===== src/rtl/irqsrc_pkg.sv =====
package irqsrc_pkg;
  typedef enum logic {KIND_MSG = 1'b0, KIND_LVL = 1'b1} src_kind_e;
  localparam int DEF_PRIO_W = 8;
  localparam int DEF_SRV_W  = 8;
  localparam int DEF_NUM_W  = 16;
endpackage


===== src/rtl/irqsrc_decode.sv =====
// Maps a global number onto a one-hot source hit; numbers outside the window hit nothing.
module irqsrc_decode #(
  parameter int N_SRC    = 16,
  parameter int NUM_W    = 16,
  parameter int BASE_NUM = 'h1000
) (
  input  logic             valid_i,
  input  logic [NUM_W-1:0] num_i,
  output logic [N_SRC-1:0] hit_o
);
  localparam int DW = NUM_W + 1;
  logic [DW-1:0] diff;
  logic          in_win;

  assign diff   = {1'b0, num_i} - DW'(BASE_NUM);
  assign in_win = !diff[DW-1] && (diff < DW'(N_SRC));

  for (genvar i = 0; i < N_SRC; i++) begin : g_hit
    assign hit_o[i] = valid_i && in_win && (diff == DW'(i));
  end
endmodule


===== src/rtl/irqsrc_slot.sv =====
// State of one interrupt source; KIND picks the message or level rule set.
module irqsrc_slot
  import irqsrc_pkg::*;
#(
  parameter src_kind_e KIND   = KIND_MSG,
  parameter int        PRIO_W = 8,
  parameter int        SRV_W  = 8
) (
  input  logic              clk,
  input  logic              rst_n,
  input  logic              src_i,
  input  logic              rej_i,
  input  logic              eoi_i,
  input  logic              cfg_i,
  input  logic [SRV_W-1:0]  cfg_srv_i,
  input  logic [PRIO_W-1:0] cfg_prio_i,
  input  logic [PRIO_W-1:0] cfg_saved_i,
  input  logic              resend_i,
  input  logic              grant_i,
  output logic              want_o,
  output logic [PRIO_W-1:0] prio_o,
  output logic [SRV_W-1:0]  srv_o,
  output logic [PRIO_W-1:0] saved_o
);
  localparam logic [PRIO_W-1:0] MASKED = {PRIO_W{1'b1}};
  localparam bit IS_LVL = (KIND == KIND_LVL);

  logic [PRIO_W-1:0] prio_q, prio_n, saved_q, saved_n;
  logic [SRV_W-1:0]  srv_q, srv_n;
  logic rej_q, rej_n, sent_q, sent_n, asrt_q, asrt_n;
  logic mpend_q, mpend_n, want_q, want_n, eval;

  // Same-cycle order: reject, end-of-interrupt, configuration, input, resend.
  always_comb begin
    prio_n  = prio_q;
    saved_n = saved_q;
    srv_n   = srv_q;
    rej_n   = rej_q;
    sent_n  = sent_q;
    mpend_n = mpend_q;
    asrt_n  = asrt_q;
    want_n  = want_q & ~grant_i;
    eval    = 1'b0;
    if (rej_i) begin
      if (IS_LVL) sent_n = 1'b0;
      else        rej_n  = 1'b1;
    end
    if (eoi_i && IS_LVL) sent_n = 1'b0;
    if (cfg_i) begin
      prio_n  = cfg_prio_i;
      saved_n = cfg_saved_i;
      srv_n   = cfg_srv_i;
      if (IS_LVL) eval = 1'b1;
      else if (mpend_n && (prio_n != MASKED)) begin
        mpend_n = 1'b0;
        want_n  = 1'b1;
      end
    end
    if (IS_LVL) begin
      if (src_i != asrt_q) eval = 1'b1;
      asrt_n = src_i;
    end else if (src_i) begin
      if (prio_n == MASKED) mpend_n = 1'b1;
      else                  want_n  = 1'b1;
    end
    if (resend_i) begin
      if (IS_LVL) eval = 1'b1;
      else if (rej_n) begin
        rej_n = 1'b0;
        if (prio_n != MASKED) want_n = 1'b1;
      end
    end
    if (IS_LVL && eval && (prio_n != MASKED) && asrt_n && !sent_n) begin
      sent_n = 1'b1;
      want_n = 1'b1;
    end
  end

  always_ff @(posedge clk) begin
    if (!rst_n) begin
      prio_q  <= MASKED;
      saved_q <= MASKED;
      srv_q   <= '0;
      rej_q   <= 1'b0;
      sent_q  <= 1'b0;
      asrt_q  <= 1'b0;
      mpend_q <= 1'b0;
      want_q  <= 1'b0;
    end else begin
      prio_q  <= prio_n;
      saved_q <= saved_n;
      srv_q   <= srv_n;
      rej_q   <= rej_n;
      sent_q  <= sent_n;
      asrt_q  <= asrt_n;
      mpend_q <= mpend_n;
      want_q  <= want_n;
    end
  end

  assign want_o  = want_q;
  assign prio_o  = prio_q;
  assign srv_o   = srv_q;
  assign saved_o = saved_q;
endmodule


===== src/rtl/irqsrc_pick.sv =====
// Lowest-index picker that holds its choice while the output is stalled.
module irqsrc_pick #(
  parameter int N_SRC = 16,
  parameter int IDX_W = 4
) (
  input  logic             clk,
  input  logic             rst_n,
  input  logic [N_SRC-1:0] want_i,
  input  logic             ready_i,
  output logic             valid_o,
  output logic [IDX_W-1:0] idx_o
);
  logic [IDX_W-1:0] first, lock_idx;
  logic             locked;

  always_comb begin
    first = '0;
    for (int i = N_SRC - 1; i >= 0; i--) begin
      if (want_i[i]) first = IDX_W'(i);
    end
  end

  assign valid_o = |want_i;
  assign idx_o   = locked ? lock_idx : first;

  always_ff @(posedge clk) begin
    if (!rst_n) begin
      locked   <= 1'b0;
      lock_idx <= '0;
    end else begin
      locked   <= valid_o && !ready_i;
      lock_idx <= idx_o;
    end
  end
endmodule


===== src/rtl/irqsrc_ctrl.sv =====
module irqsrc_ctrl
  import irqsrc_pkg::*;
#(
  parameter int               N_SRC     = 16,
  parameter int               IDX_W     = (N_SRC > 1) ? $clog2(N_SRC) : 1,
  parameter int               NUM_W     = DEF_NUM_W,
  parameter int               PRIO_W    = DEF_PRIO_W,
  parameter int               SRV_W     = DEF_SRV_W,
  parameter int               BASE_NUM  = 'h1000,
  parameter logic [N_SRC-1:0] LEVEL_SRC = '0
) (
  input  logic              clk,
  input  logic              rst_n,
  input  logic [N_SRC-1:0]  src_in_i,
  input  logic              cfg_we_i,
  input  logic [IDX_W-1:0]  cfg_idx_i,
  input  logic [SRV_W-1:0]  cfg_server_i,
  input  logic [PRIO_W-1:0] cfg_prio_i,
  input  logic [PRIO_W-1:0] cfg_saved_prio_i,
  input  logic              rej_valid_i,
  input  logic [NUM_W-1:0]  rej_num_i,
  input  logic              eoi_valid_i,
  input  logic [NUM_W-1:0]  eoi_num_i,
  input  logic              resend_i,
  output logic              req_valid_o,
  input  logic              req_ready_i,
  output logic [NUM_W-1:0]  req_num_o,
  output logic [PRIO_W-1:0] req_prio_o,
  output logic [SRV_W-1:0]  req_server_o
);
  logic [N_SRC-1:0]        rej_hit, eoi_hit, cfg_hit, grant, want;
  logic [PRIO_W-1:0]       prio_arr [N_SRC];
  logic [SRV_W-1:0]        srv_arr  [N_SRC];
  logic [N_SRC*PRIO_W-1:0] saved_flat;
  logic [IDX_W-1:0]        pick_idx;

  irqsrc_decode #(.N_SRC(N_SRC), .NUM_W(NUM_W), .BASE_NUM(BASE_NUM)) u_rej_dec (
    .valid_i(rej_valid_i), .num_i(rej_num_i), .hit_o(rej_hit));

  irqsrc_decode #(.N_SRC(N_SRC), .NUM_W(NUM_W), .BASE_NUM(BASE_NUM)) u_eoi_dec (
    .valid_i(eoi_valid_i), .num_i(eoi_num_i), .hit_o(eoi_hit));

  for (genvar i = 0; i < N_SRC; i++) begin : g_src
    assign cfg_hit[i] = cfg_we_i && (cfg_idx_i == IDX_W'(i));
    assign grant[i]   = req_valid_o && req_ready_i && (pick_idx == IDX_W'(i));

    irqsrc_slot #(
      .KIND  (LEVEL_SRC[i] ? KIND_LVL : KIND_MSG),
      .PRIO_W(PRIO_W),
      .SRV_W (SRV_W)
    ) u_slot (
      .clk        (clk),
      .rst_n      (rst_n),
      .src_i      (src_in_i[i]),
      .rej_i      (rej_hit[i]),
      .eoi_i      (eoi_hit[i]),
      .cfg_i      (cfg_hit[i]),
      .cfg_srv_i  (cfg_server_i),
      .cfg_prio_i (cfg_prio_i),
      .cfg_saved_i(cfg_saved_prio_i),
      .resend_i   (resend_i),
      .grant_i    (grant[i]),
      .want_o     (want[i]),
      .prio_o     (prio_arr[i]),
      .srv_o      (srv_arr[i]),
      .saved_o    (saved_flat[i*PRIO_W +: PRIO_W])
    );
  end

  irqsrc_pick #(.N_SRC(N_SRC), .IDX_W(IDX_W)) u_pick (
    .clk    (clk),
    .rst_n  (rst_n),
    .want_i (want),
    .ready_i(req_ready_i),
    .valid_o(req_valid_o),
    .idx_o  (pick_idx)
  );

  assign req_num_o    = NUM_W'(BASE_NUM) + NUM_W'(pick_idx);
  assign req_prio_o   = prio_arr[pick_idx];
  assign req_server_o = srv_arr[pick_idx];
endmodule


===== config.mk =====
export PLATFORM = sky130hd
export DESIGN_NAME = irqsrc_ctrl
export DESIGN_NICKNAME = d
export VERILOG_FILES = /design/src/rtl/irqsrc_pkg.sv /design/src/rtl/irqsrc_decode.sv /design/src/rtl/irqsrc_slot.sv /design/src/rtl/irqsrc_pick.sv /design/src/rtl/irqsrc_ctrl.sv
export SDC_FILE = /design/constraint.sdc
export NUM_CORES = 1
export LEC_CHECK = 0
export ABC_AREA = 1
export CAP_MARGIN = 10
export CORE_AREA = 2 2 198 200
export CTS_BUF_LIST = sky130_fd_sc_hd__clkbuf_2
export DETAILED_ROUTE_END_ITERATION = 12
export DIE_AREA = 0 0 200 202
export GPL_TIMING_DRIVEN = 0
export HOLD_SLACK_MARGIN = 0.15
export PLACE_DENSITY_LB_ADDON = 0.25
export SETUP_SLACK_MARGIN = 0.3
export SLEW_MARGIN = 20
export SYNTH_ARGS = -nofsm -noshare
export SYNTH_HDL_FRONTEND = slang
export SYNTH_SLANG_ARGS = --single-unit

===== constraint.sdc =====
create_clock -name clk -period 3.15 [get_ports clk]
set_input_delay 0.315 -clock clk [delete_from_list [all_inputs] [get_ports clk]]
set_output_delay 0.315 -clock clk [all_outputs]
set_load 0.01 [all_outputs]

After elaboration in Yosys (flattened, before gate mapping)
Index checks and enable logic that the tools add are counted.
- $add $sub $neg: 2
- magnitude comparators: 2
- equality and inequality tests: 78
- multiplexer cells: 231
- bitwise logic cells: 34
- reductions and logical operators: 75
- operators by type and width (cell ; count):
    two-way mux 1 bit ; 192
    two-way mux 8 bit ; 20
    equality test 17 x 4 -> 1 bit (second input constant) ; 8
    != test 8 bit (second input constant) ; 17
    equality test 8 bit (second input constant) ; 16
    equality test 17 x 3 -> 1 bit (second input constant) ; 4
    logical AND 1 bit ; 68
    two-way mux 4 bit ; 17
    binary-select mux 8 bit (select 4 bit) ; 2
    equality test 4 bit (second input constant) ; 16
    equality test 17 x 2 -> 1 bit (second input constant) ; 2
    equality test 4 x 3 -> 1 bit (second input constant) ; 8
    equality test 17 x 1 -> 1 bit (second input constant) ; 1
    logical NOT 17 bit ; 1
    < comparator 17 x 5 -> 1 bit (second input constant) ; 1
    inverter 1 bit ; 17
    subtractor 16 x 13 -> 17 bit (second input constant) ; 1
    bitwise AND 1 bit ; 16
    equality test 4 x 2 -> 1 bit (second input constant) ; 4
    OR reduction 16 bit ; 1
    adder 13 x 4 -> 14 bit (first input constant) ; 1
    equality test 4 x 1 -> 1 bit (second input constant) ; 2
    logical NOT 4 bit ; 2
    >= comparator 5 bit (second input constant) ; 1
    other kinds (3) ; 4
- register bits after elaboration: 309
- bits of input ports: 83
- output and inout port bits: 33
- word-level logic and storage cells: 504

Depth between registers and ports, before layout
Gate-level depths: netlist of run 1.
- word-level depth: 28
- gate-level depth with buffers: 27
- gate-level depth less buffers: 25

Hierarchy
From an unflattened synthesis of run 1, not the netlist that was laid out.
- cells, all modules: 3403
- area, all modules: 21864.7 µm²
- modules (own cells, without submodules) (module ; instances ; cells each ; area an instance (µm²) ; sequential area each (µm²)):
    irqsrc_slot ; 16 ; 145 ; 1077.3 ; 540.5
    irqsrc_ctrl ; 1 ; 843 ; 3360.7 ; 0.0
    irqsrc_decode ; 2 ; 84 ; 439.2 ; 0.0
    irqsrc_pick ; 1 ; 72 ; 389.1 ; 100.1

Worst setup path after synthesis of run 1
No wires, ideal clock.
- path kind: reg2out
- start point: register g_src[8].u_slot.want_q
- end point: output req_prio_o[4]
- data arrival time: 1.862 ns
- required time: 2.835 ns
- path slack: 0.973 ns
- cell stages (with the launch flop): 14
- buffers on the path: 1
- cell sequence: dfxtp_1 nor4_2 inv_1 o21ai_0 nand3_1 and2_1 inv_2 nand2_1 clkinv_1 buf_1 nand2_1 nand2_1 inv_1 nand2_1
- word-level cells in the longest chain between the ends: 14
- RTL lines (item ; line ; RTL):
    from (decl) ; irqsrc_slot.sv:31 ; logic mpend_q, mpend_n, want_q, want_n, eval;
    from (signal assigned) ; irqsrc_slot.sv:97 ; want_q <= want_n;
    two-way mux 4 bit (9 in series) ; irqsrc_pick.sv:19 ; if (want_i[i]) first = IDX_W'(i);
    two-way mux 4 bit ; irqsrc_pick.sv:24 ; assign idx_o = locked ? lock_idx : first;
    inverter 4 -> 5 bit (implied by the code) ; irqsrc_ctrl.sv:80 ; assign req_prio_o = prio_arr[pick_idx];
    binary-select mux 8 bit (select 4 bit) ; irqsrc_ctrl.sv:80 ;
    two-way mux 8 bit (implied by the code) (2 in series) ; irqsrc_ctrl.sv:80 ;
    to (decl) ; irqsrc_ctrl.sv:28 ; output logic [PRIO_W-1:0] req_prio_o,
Every way passes these cells. The select of a mux whose other input is x is not followed.

Worst setup path after layout of run 1
- start point: register g_src[13].u_slot.want_q
- end point: output req_prio_o[2]
- word-level cells in the longest chain between the ends: 19
- RTL lines (item ; line):
    from (decl) ; irqsrc_slot.sv:31
    from (signal assigned) ; irqsrc_slot.sv:97
    two-way mux 4 bit (14 in series) ; irqsrc_pick.sv:19
    two-way mux 4 bit ; irqsrc_pick.sv:24
    inverter 4 -> 5 bit (implied by the code) ; irqsrc_ctrl.sv:80
    binary-select mux 8 bit (select 4 bit) ; irqsrc_ctrl.sv:80
    two-way mux 8 bit (implied by the code) (2 in series) ; irqsrc_ctrl.sv:80
Every way passes these cells. The select of a mux whose other input is x is not followed.

==> metrics.txt, run 1 <==
# TYPE chip_impl_metric gauge
chip_impl_metric{name="ir_drop",unit="mV"} 0.460
chip_impl_metric{name="path_clk_slew",unit="ns"} 0.11
chip_impl_info{name="timing.critical_path.to_type",value="output pin"} 1
chip_impl_metric{name="post_drt_via_cell_ratio",unit=""} 5.44
chip_impl_metric{name="average_detailed_routed_wire_length_per_instance",unit="um"} 20.9
chip_impl_metric{name="routed-via-count",unit=""} 17600
chip_impl_info{name="synth_commonest_cells",value="sky130_fd_sc_hd__nand2_1 (875), sky130_fd_sc_hd__nor2_1 (325), sky130_fd_sc_hd__dfxtp_1 (309)"} 1
chip_impl_metric{name="ctsHtreeMaxLevel",unit=""} 3
chip_impl_metric{name="finalWeightedCongestion",unit=""} 0.975
chip_impl_metric{name="async_reset_ff_share",unit="%"} 0
chip_impl_metric{name="clock_sinks",unit=""} 309
chip_impl_metric{name="drc",unit=""} 0
chip_impl_metric{name="ys_types",unit=""} 39
chip_impl_metric{name="power_density",unit="nW/um^2"} 659
chip_impl_metric{name="die_x",unit="um"} 200
chip_impl_info{name="worst_r2r_endpoint",value="g_src[10].u_slot.want_o"} 1
chip_impl_metric{name="antenna_found_initial",unit=""} 5
chip_impl_metric{name="post_synth.cell_area_avg",unit="sq um"} 6.33
chip_impl_metric{name="core-area",unit="sq um"} 38300
chip_impl_metric{name="worst_pin_slew",unit="ns"} 1.10
chip_impl_metric{name="cp_data_arrival_time",unit="ns"} 3.43
chip_impl_info{name="violations_in_the_final_reports",value="negative setup slack"} 1
chip_impl_metric{name="report.final.setup_viol",unit=""} 17
chip_impl_info{name="min-delay-path-class",value="input pin to flip-flop"} 1
chip_impl_metric{name="ys.warnings.count",unit=""} 0
chip_impl_metric{name="port_buffers",unit=""} 69
chip_impl_info{name="criticalPathCategory",value="flip-flop to output pin"} 1
chip_impl_metric{name="grt_usage",unit="%"} 32.2
chip_impl_metric{name="die_area",unit="sq um"} 40400
chip_impl_metric{name="worst-path-max-fanout",unit=""} 6
chip_impl_metric{name="layout_min_cycle_time",unit="ns"} 3.75
chip_impl_metric{name="cap_violations",unit=""} 0
chip_impl_metric{name="placed_instances",unit=""} 2998
chip_impl_info{name="slowest_cp_cell",value="sky130_fd_sc_hd__dfxtp_2"} 1
chip_impl_metric{name="worstPathRequired",unit="ns"} 2.83
chip_impl_metric{name="design_area",unit="sq um"} 19300
chip_impl_info{name="worstSetupStartpointType",value="flip-flop"} 1
chip_impl_metric{name="ant_nets",unit=""} 0
chip_impl_metric{name="ff2ff_path_depth",unit=""} 23
chip_impl_info{name="critical_path.most_common_cell",value="sky130_fd_sc_hd__nand2_1"} 1
chip_impl_metric{name="setup_slack_of_the_critical_path_after_layout",unit="ns"} -0.597
chip_impl_info{name="synthMostInstantiatedCell",value="sky130_fd_sc_hd__nand2_1"} 1
chip_impl_metric{name="timing.critical_path.slowest_cell_delay",unit="ns"} 0.36
chip_impl_metric{name="use_met3",unit="%"} 9.26
chip_impl_info{name="worstHoldEndpoint",value="g_src[8].u_slot.rej_q"} 1
chip_impl_metric{name="finalHoldViolations",unit=""} 0
chip_impl_metric{name="synthCells",unit=""} 2401
chip_impl_info{name="status",value="complete, but fails checks"} 1
chip_impl_metric{name="via_count_of_the_first_global_routing_pass",unit=""} 16500
chip_impl_metric{name="timing.reg2reg.setup_slack",unit="ns"} 0.73
chip_impl_info{name="grt_setup_unrepaired",value="yes"} 1
chip_impl_metric{name="leakage",unit="nW"} 9.21
chip_impl_metric{name="routed_wl",unit="mm"} 67.5
chip_impl_metric{name="post_route_cells_drive_above_1_share",unit="%"} 16.4
chip_impl_metric{name="synth-edff-count",unit=""} 0
chip_impl_metric{name="area_delta_synth_final",unit="%"} 26.9
chip_impl_info{name="worstHoldStart",value="rej_num_i[2]"} 1
chip_impl_metric{name="fin_worst_skew",unit="ns"} 0.0716
chip_impl_info{name="netlist.top_cell.by_area",value="sky130_fd_sc_hd__dfxtp_1"} 1
chip_impl_metric{name="grt_first_pass_wirelength",unit="mm"} 96.6
chip_impl_metric{name="detail_route.iter0.violations",unit=""} 1987
chip_impl_metric{name="max_slew_margin",unit="%"} 26.0
chip_impl_metric{name="placed_cell_area",unit="sq um"} 16600
chip_impl_metric{name="post-route-period-util",unit="%"} 119
chip_impl_metric{name="placementRows",unit=""} 72
chip_impl_metric{name="insertion_delay",unit="ns"} 1.02
chip_impl_metric{name="numCtsBuffers",unit=""} 85
chip_impl_metric{name="grt_max_degree",unit=""} 12
chip_impl_metric{name="totalPowerFinal",unit="mW"} 12.7
chip_impl_metric{name="hpwlAfterDp",unit="mm"} 46.3
chip_impl_metric{name="yosys_register_bits",unit=""} 309
chip_impl_metric{name="grtUsageMet1",unit="%"} 40.8
chip_impl_info{name="crit-reg2reg-launch",value="g_src[13].u_slot.want_o"} 1
chip_impl_metric{name="dr.pass1.iters",unit=""} 6
chip_impl_metric{name="grt.met2_usage",unit="%"} 49.3
chip_impl_metric{name="num-nets-final",unit=""} 2730
chip_impl_metric{name="synth_seq_area_share",unit="%"} 40.7
chip_impl_info{name="top_usage_layer",value="met2"} 1
chip_impl_metric{name="hold-path-cell-count",unit=""} 5
chip_impl_metric{name="die_height",unit="um"} 202
chip_impl_info{name="clk_root_buffer_cell",value="sky130_fd_sc_hd__clkbuf_2"} 1
chip_impl_info{name="synth.area.top_cells",value="sky130_fd_sc_hd__dfxtp_1 (41%), sky130_fd_sc_hd__nand2_1 (22%), sky130_fd_sc_hd__o21ai_0 (8.2%)"} 1
chip_impl_info{name="ys.flop_type",value="sky130_fd_sc_hd__dfxtp_1"} 1
chip_impl_metric{name="clock_tree.buffer_depth",unit=""} 3
chip_impl_metric{name="final-max-slew-violation-count",unit=""} 0
chip_impl_metric{name="synth.top_cell.area_share",unit="%"} 40.7
chip_impl_metric{name="timing.fmax",unit="MHz"} 267
chip_impl_metric{name="io-pin-count",unit=""} 116
chip_impl_info{name="tritoncts",value="built"} 1
chip_impl_metric{name="start_util",unit="%"} 39.7
chip_impl_metric{name="netlist_area",unit="sq um"} 15200
chip_impl_metric{name="globalRoute.totalOverflow",unit=""} 0
chip_impl_metric{name="final_cells",unit=""} 3234
power by group:
part,switching [mW],internal [mW],leakage [nW]
Sequential,0.0709,4.02,2.51
Combinational,3.33,2.30,6.11
Clock,1.84,1.14,0.590
worst max-delay path by stage:
| stage | from | end | slack [ns] | depth (start not counted) |
|---|---|---|---|---|
| after floorplan | g_src[8].u_slot.want_o | req_prio_o[4] | 0.97 | 13 |
| after global placement | cfg_prio_i[1] | g_src[14].u_slot.want_o | -0.44 | 9 |
| after detailed placement | g_src[11].u_slot.want_o | req_prio_o[0] | -0.43 | 12 |
| after CTS | g_src[15].u_slot.want_o | req_server_o[0] | -0.56 | 28 |
| after global routing | g_src[13].u_slot.want_o | req_prio_o[2] | -0.70 | 28 |
| final | g_src[13].u_slot.want_o | req_prio_o[2] | -0.60 | 28 |
final cells by class:
cell class / instances / area (sq um)
inverters: 122 / 468
repair buffers: 147 / 1770
clock buffers: 125 / 626
flip-flops and latches: 309 / 6200
multi-input cells: 1810 / 8200
clock inverters: 29 / 138
diodes: 4 / 10.0
fillers: 3847 / 19000
well taps: 518 / 648
plain buffers: 170 / 1210
metal layers:
metal	routed length [um]	vias to the layer above
met1	26200	8064
met5	0	-
li1	-	8156
met3	8270	254
met4	4160	0
met2	28800	1126
repair_timing:
item / CTS / global route
buffers inserted: 21 / 5
setup endpoints to repair: 21 / 23
endpoints found under the hold margin: 164 / 0
gates cloned: 9 / 12
pin swaps: 34 / 60
resized for setup: 277 / 93
hold buffers: 31 / 0
placed cells by master, fill, tap and decap left out, types with 8 or more instances in the layout:
cell                                n
sky130_fd_sc_hd__clkbuf_1          67
sky130_fd_sc_hd__nor3_1             8
sky130_fd_sc_hd__clkdlybuf4s50_1   48
sky130_fd_sc_hd__nand3_1          133
sky130_fd_sc_hd__buf_6             16
sky130_fd_sc_hd__nor2_1           323
sky130_fd_sc_hd__clkinv_1          34
sky130_fd_sc_hd__or2_2             12
sky130_fd_sc_hd__buf_4             36
sky130_fd_sc_hd__dfxtp_1          303
sky130_fd_sc_hd__dlygate4sd3_1     31
sky130_fd_sc_hd__clkbuf_16         12
sky130_fd_sc_hd__a31oi_1           15
sky130_fd_sc_hd__nand3_2           27
sky130_fd_sc_hd__o21ai_0          248
sky130_fd_sc_hd__nor4_1            18
sky130_fd_sc_hd__buf_1             17
sky130_fd_sc_hd__inv_2             29
sky130_fd_sc_hd__o21a_1            11
sky130_fd_sc_hd__conb_1            12
sky130_fd_sc_hd__nand2_1          815
sky130_fd_sc_hd__buf_2             30
sky130_fd_sc_hd__o21ai_1           36
sky130_fd_sc_hd__clkbuf_2         139
sky130_fd_sc_hd__nor2_2             9
sky130_fd_sc_hd__nand2_2           56
sky130_fd_sc_hd__buf_12            24
sky130_fd_sc_hd__buf_16             9
sky130_fd_sc_hd__o21bai_1          12
sky130_fd_sc_hd__a21oi_1           29
sky130_fd_sc_hd__inv_1             83
sky130_fd_sc_hd__buf_8              9
flip-flops by register name, indices dropped and copies added (netlist names):
signal / flops
g_src.u_slot.rej_q: 16
u_pick.locked: 1
g_src.u_slot.want_o: 16
g_src.u_slot.srv_o: 128
g_src.u_slot.prio_o: 128
u_pick.lock_idx: 4
g_src.u_slot.mpend_q: 16
cell families (layout without fill, tap and decap cells):
| logic type | Yosys count | count (layout) | synth area share (%) |
|---|---|---|---|
| DFF | 309 | 309 | 40.7 |
| buffers and inverters | 292 | 593 | 8.25 |
| AOI/OAI and AO/OA | 357 | 357 | 12.4 |
| and+or+nand+nor | 1439 | 1439 | 38.4 |
| adders and majority gates | 2 | 2 | 0.165 |
| other | 2 | 16 | 0.0494 |
through the flow:
step,hold WS (ns),setup slack (ns),TNS (ns),util [%]
final,0.204,-0.597,-8.38,50.3
after global routing,0.228,-0.701,-10.61,50.3
after CTS,0.158,-0.562,-8.27,48.7
after detailed placement,0.440,-0.428,-11.06,43.3
after global placement,0.435,-0.436,-12.18,43.3
after floorplan,0.392,0.973,0,-
critical path: cells and delay by family, from the launching register on:
kind	cells	cell delay [ns]
buf+inv	6	0.64
simple gates	22	1.37
flops	1	0.36
Note: power is estimated with default switching activity, not from simulation.
==> inputs of run 2 (changes only) <==
--- a/config.mk
+++ b/config.mk
@@ -7,10 +7,10 @@
 export LEC_CHECK = 0
 export ABC_AREA = 1
 export CAP_MARGIN = 10
-export CORE_AREA = 2 2 198 200
+export CORE_AREA = 2 2 178 180
 export CTS_BUF_LIST = sky130_fd_sc_hd__clkbuf_2
 export DETAILED_ROUTE_END_ITERATION = 12
-export DIE_AREA = 0 0 200 202
+export DIE_AREA = 0 0 180 182
 export GPL_TIMING_DRIVEN = 0
 export HOLD_SLACK_MARGIN = 0.15
 export PLACE_DENSITY_LB_ADDON = 0.25
==> run 2 against run 1 <==
First-iteration DRC count rose by 20%. Cell count shrank 4.8%. Sequential cell count stayed put. Largest cell class unchanged. Clock skew rose by 0.016 ns. Routed wire length fell by 4.3%. The flow still finishes with violations (negative setup slack). Sequential share of layout area grew 0.72 points. Total power fell by 2.0%. Core utilization rose by 10 points. Non-clock buffer count shrank 21. Clock power is 3% higher. Sequential power about the same. Via count up 0.88%.
==> metrics.txt, run 2 (synthesis gave the netlist of run 1 again) <==
# TYPE chip_impl_metric gauge
chip_impl_metric{name="ant_nets",unit=""} 0
chip_impl_info{name="violations_in_the_final_reports",value="negative setup slack"} 1
chip_impl_metric{name="core-area",unit="sq um"} 31000
chip_impl_metric{name="grtUsageMet1",unit="%"} 48.6
chip_impl_info{name="status",value="complete, but fails checks"} 1
chip_impl_metric{name="die_x",unit="um"} 180
chip_impl_metric{name="die_area",unit="sq um"} 32800
chip_impl_metric{name="routed_wl",unit="mm"} 64.6
chip_impl_metric{name="layout_min_cycle_time",unit="ns"} 3.81
chip_impl_metric{name="start_util",unit="%"} 49.0
chip_impl_metric{name="grt_first_pass_wirelength",unit="mm"} 95.5
chip_impl_metric{name="worstPathRequired",unit="ns"} 2.83
chip_impl_metric{name="area_delta_synth_final",unit="%"} 24.0
chip_impl_metric{name="area.sequential",unit="sq um"} 6190
chip_impl_metric{name="setup_slack_of_the_critical_path_after_layout",unit="ns"} -0.660
chip_impl_metric{name="grt.met2_usage",unit="%"} 57.9
chip_impl_info{name="top_usage_layer",value="met2"} 1
chip_impl_metric{name="hpwlAfterDp",unit="mm"} 44.1
chip_impl_metric{name="design_area",unit="sq um"} 18800
chip_impl_metric{name="worst-path-max-fanout",unit=""} 10
chip_impl_metric{name="antenna_found_initial",unit=""} 4
chip_impl_info{name="mostFrequentLayoutCells",value="sky130_fd_sc_hd__nand2_1 (776), sky130_fd_sc_hd__nor2_1 (324), sky130_fd_sc_hd__dfxtp_1 (304)"} 1
chip_impl_info{name="worstHoldEndpoint",value="g_src[4].u_slot.rej_q"} 1
chip_impl_metric{name="port_buffers",unit=""} 69
chip_impl_info{name="tritoncts",value="built"} 1
chip_impl_metric{name="average_detailed_routed_wire_length_per_instance",unit="um"} 21.0
chip_impl_info{name="worstSetupStartpointType",value="flip-flop"} 1
chip_impl_metric{name="post_route_cells_drive_above_1_share",unit="%"} 16.7
chip_impl_metric{name="multiInputGateArea",unit="sq um"} 8240
chip_impl_metric{name="timing.reg2reg.setup_slack",unit="ns"} 0.60
chip_impl_metric{name="ir_drop",unit="mV"} 0.529
chip_impl_info{name="worst_r2r_endpoint",value="g_src[10].u_slot.want_o"} 1
chip_impl_metric{name="final-max-slew-violation-count",unit=""} 0
chip_impl_metric{name="numCtsBuffers",unit=""} 82
chip_impl_metric{name="die_height",unit="um"} 182
chip_impl_metric{name="cp_data_arrival_time",unit="ns"} 3.49
chip_impl_metric{name="ff2ff_path_depth",unit=""} 25
chip_impl_metric{name="placementRows",unit=""} 65
chip_impl_metric{name="timing.fmax",unit="MHz"} 262
chip_impl_info{name="criticalPathCategory",value="flip-flop to output pin"} 1
chip_impl_metric{name="routed-via-count",unit=""} 17800
chip_impl_info{name="min-delay-path-class",value="input pin to flip-flop"} 1
chip_impl_metric{name="drc",unit=""} 0
chip_impl_info{name="grt_setup_unrepaired",value="yes"} 1
chip_impl_metric{name="io-pin-count",unit=""} 116
chip_impl_metric{name="clock_sinks",unit=""} 309
chip_impl_info{name="layout.cells.most_common",value="sky130_fd_sc_hd__nand2_1"} 1
chip_impl_metric{name="insertion_delay",unit="ns"} 1.01
chip_impl_metric{name="dr.pass1.iters",unit=""} 6
chip_impl_metric{name="fillerInstances",unit=""} 2974
chip_impl_metric{name="post-route-period-util",unit="%"} 121
chip_impl_metric{name="finalHoldViolations",unit=""} 0
chip_impl_metric{name="path_clk_slew",unit="ns"} 0.11
chip_impl_metric{name="cap_violations",unit=""} 0
chip_impl_info{name="crit-reg2reg-launch",value="g_src[14].u_slot.want_o"} 1
chip_impl_metric{name="detail_route.iter0.violations",unit=""} 2376
chip_impl_metric{name="use_met3",unit="%"} 11.4
chip_impl_metric{name="num-nets-final",unit=""} 2706
chip_impl_metric{name="finalWeightedCongestion",unit=""} 1.01
chip_impl_metric{name="totalPowerFinal",unit="mW"} 12.4
chip_impl_metric{name="clock_tree.buffer_depth",unit=""} 3
chip_impl_metric{name="grt_max_degree",unit=""} 13
chip_impl_metric{name="max_slew_margin",unit="%"} 21.9
chip_impl_metric{name="leakage",unit="nW"} 9.01
chip_impl_metric{name="grt_usage",unit="%"} 38.3
chip_impl_metric{name="globalRoute.totalOverflow",unit=""} 0
chip_impl_metric{name="worst_pin_slew",unit="ns"} 1.16
chip_impl_metric{name="report.final.setup_viol",unit=""} 18
chip_impl_info{name="timing.critical_path.to_type",value="output pin"} 1
chip_impl_metric{name="ctsHtreeMaxLevel",unit=""} 3
chip_impl_info{name="worstHoldStart",value="rej_num_i[3]"} 1
chip_impl_metric{name="via_count_of_the_first_global_routing_pass",unit=""} 16500
chip_impl_info{name="clk_root_buffer_cell",value="sky130_fd_sc_hd__clkbuf_2"} 1
chip_impl_metric{name="power_density",unit="nW/um^2"} 661
chip_impl_metric{name="post_drt_via_cell_ratio",unit=""} 5.76
chip_impl_metric{name="hold-path-cell-count",unit=""} 4
chip_impl_metric{name="fin_worst_skew",unit="ns"} 0.0871
chip_impl_metric{name="placed_cell_area",unit="sq um"} 16400
run 2: cell types whose count changed in the layout (fill, tap and decap cells not counted), moves of 8 or more:
cell	before	now
sky130_fd_sc_hd__nand2_2	56	94
sky130_fd_sc_hd__nand3_2	27	15
sky130_fd_sc_hd__buf_4	36	26
sky130_fd_sc_hd__nand2_1	815	776
sky130_fd_sc_hd__clkbuf_16	12	3
sky130_fd_sc_hd__clkbuf_2	139	131
sky130_fd_sc_hd__clkinv_1	34	21
sky130_fd_sc_hd__nand3_1	133	146
run 2: per-stage QoR:
stage / utilization [%] / hold slack (ns) / setup TNS (ns) / setup WS (ns) / instances
2_1_floorplan: - / 0.392 / 0 / 0.973 / 2411
3_3_place_gp: 53.0 / 0.433 / -9.08 / -0.380 / 2882
3_5_place_dp: 53.0 / 0.440 / -8.50 / -0.386 / 2882
4_1_cts: 59.7 / 0.157 / -7.97 / -0.513 / 3074
5_1_grt: 60.8 / 0.192 / -13.61 / -0.865 / 3080
6_report: 60.8 / 0.164 / -9.90 / -0.660 / 3080
run 2: final cells by class:
| cell class | count | share of cell area (%) |
|---|---|---|
| inverter | 122 | 2.48 |
| multi-input combinational | 1810 | 43.7 |
| clock buffer | 119 | 3.16 |
| tap | 402 | 2.67 |
| antenna | 2 | 0.0266 |
| clock inverter | 20 | 0.897 |
| buffer | 170 | 6.33 |
| timing repair buffer | 126 | 7.81 |
| sequential | 309 | 32.9 |
run 2: critical path, cell delays in order (launching register included):
cell and delay [ns]:
sky130_fd_sc_hd__dfxtp_1 0.39, sky130_fd_sc_hd__nand2_1 0.30, sky130_fd_sc_hd__clkbuf_1 0.46, sky130_fd_sc_hd__clkbuf_1 0.53, sky130_fd_sc_hd__nand3_1 0.17, sky130_fd_sc_hd__nand2_1 0.13
sky130_fd_sc_hd__nand2_1 0.09, sky130_fd_sc_hd__nand2_1 0.09, sky130_fd_sc_hd__nand2_1 0.05, sky130_fd_sc_hd__nand2_1 0.07, sky130_fd_sc_hd__inv_1 0.03, sky130_fd_sc_hd__nand2_1 0.05
sky130_fd_sc_hd__buf_2 0.12
run 2: where the power goes:
group	total [mW]	switching, mW	internal, mW	leakage [nW]
combinational	5.29	3.21	2.08	5.93
sequential	4.10	0.0732	4.02	2.51
clock	3.07	1.82	1.25	0.569
total	12.4	5.10	7.35	9.01
run 2: layer usage:
metal  part of all wire (%)  vias to the layer above  wire [um]
li1                       -                     8100          -
met1                     38                     8075      24400
met2                     42                     1301      27000
met3                     14                      277       9080
met4                    6.3                        2       4090
met5                  0.017                        -         11
run 2: worst max path at each step:
stage	startpoint	to	slack (ns)	depth (start not counted)
global route	g_src[14].u_slot.want_o	req_server_o[6]	-0.87	28
finish	u_pick.locked	req_server_o[6]	-0.66	12
floorplan	g_src[8].u_slot.want_o	req_prio_o[4]	0.97	13
detailed placement	g_src[15].u_slot.want_o	req_prio_o[5]	-0.39	17
global placement	g_src[15].u_slot.want_o	req_prio_o[5]	-0.38	17
CTS	g_src[14].u_slot.want_o	req_server_o[4]	-0.51	29
run 2: repair_timing:
item                                    in CTS  in global routing
gates cloned                                 9                  3
endpoints found under the setup margin      21                 20
pin swaps                                   46                 59
buffers inserted                            17                  1
gates resized for setup                    298                 87
hold endpoints to repair                   139                  0
hold buffers                                27                  0
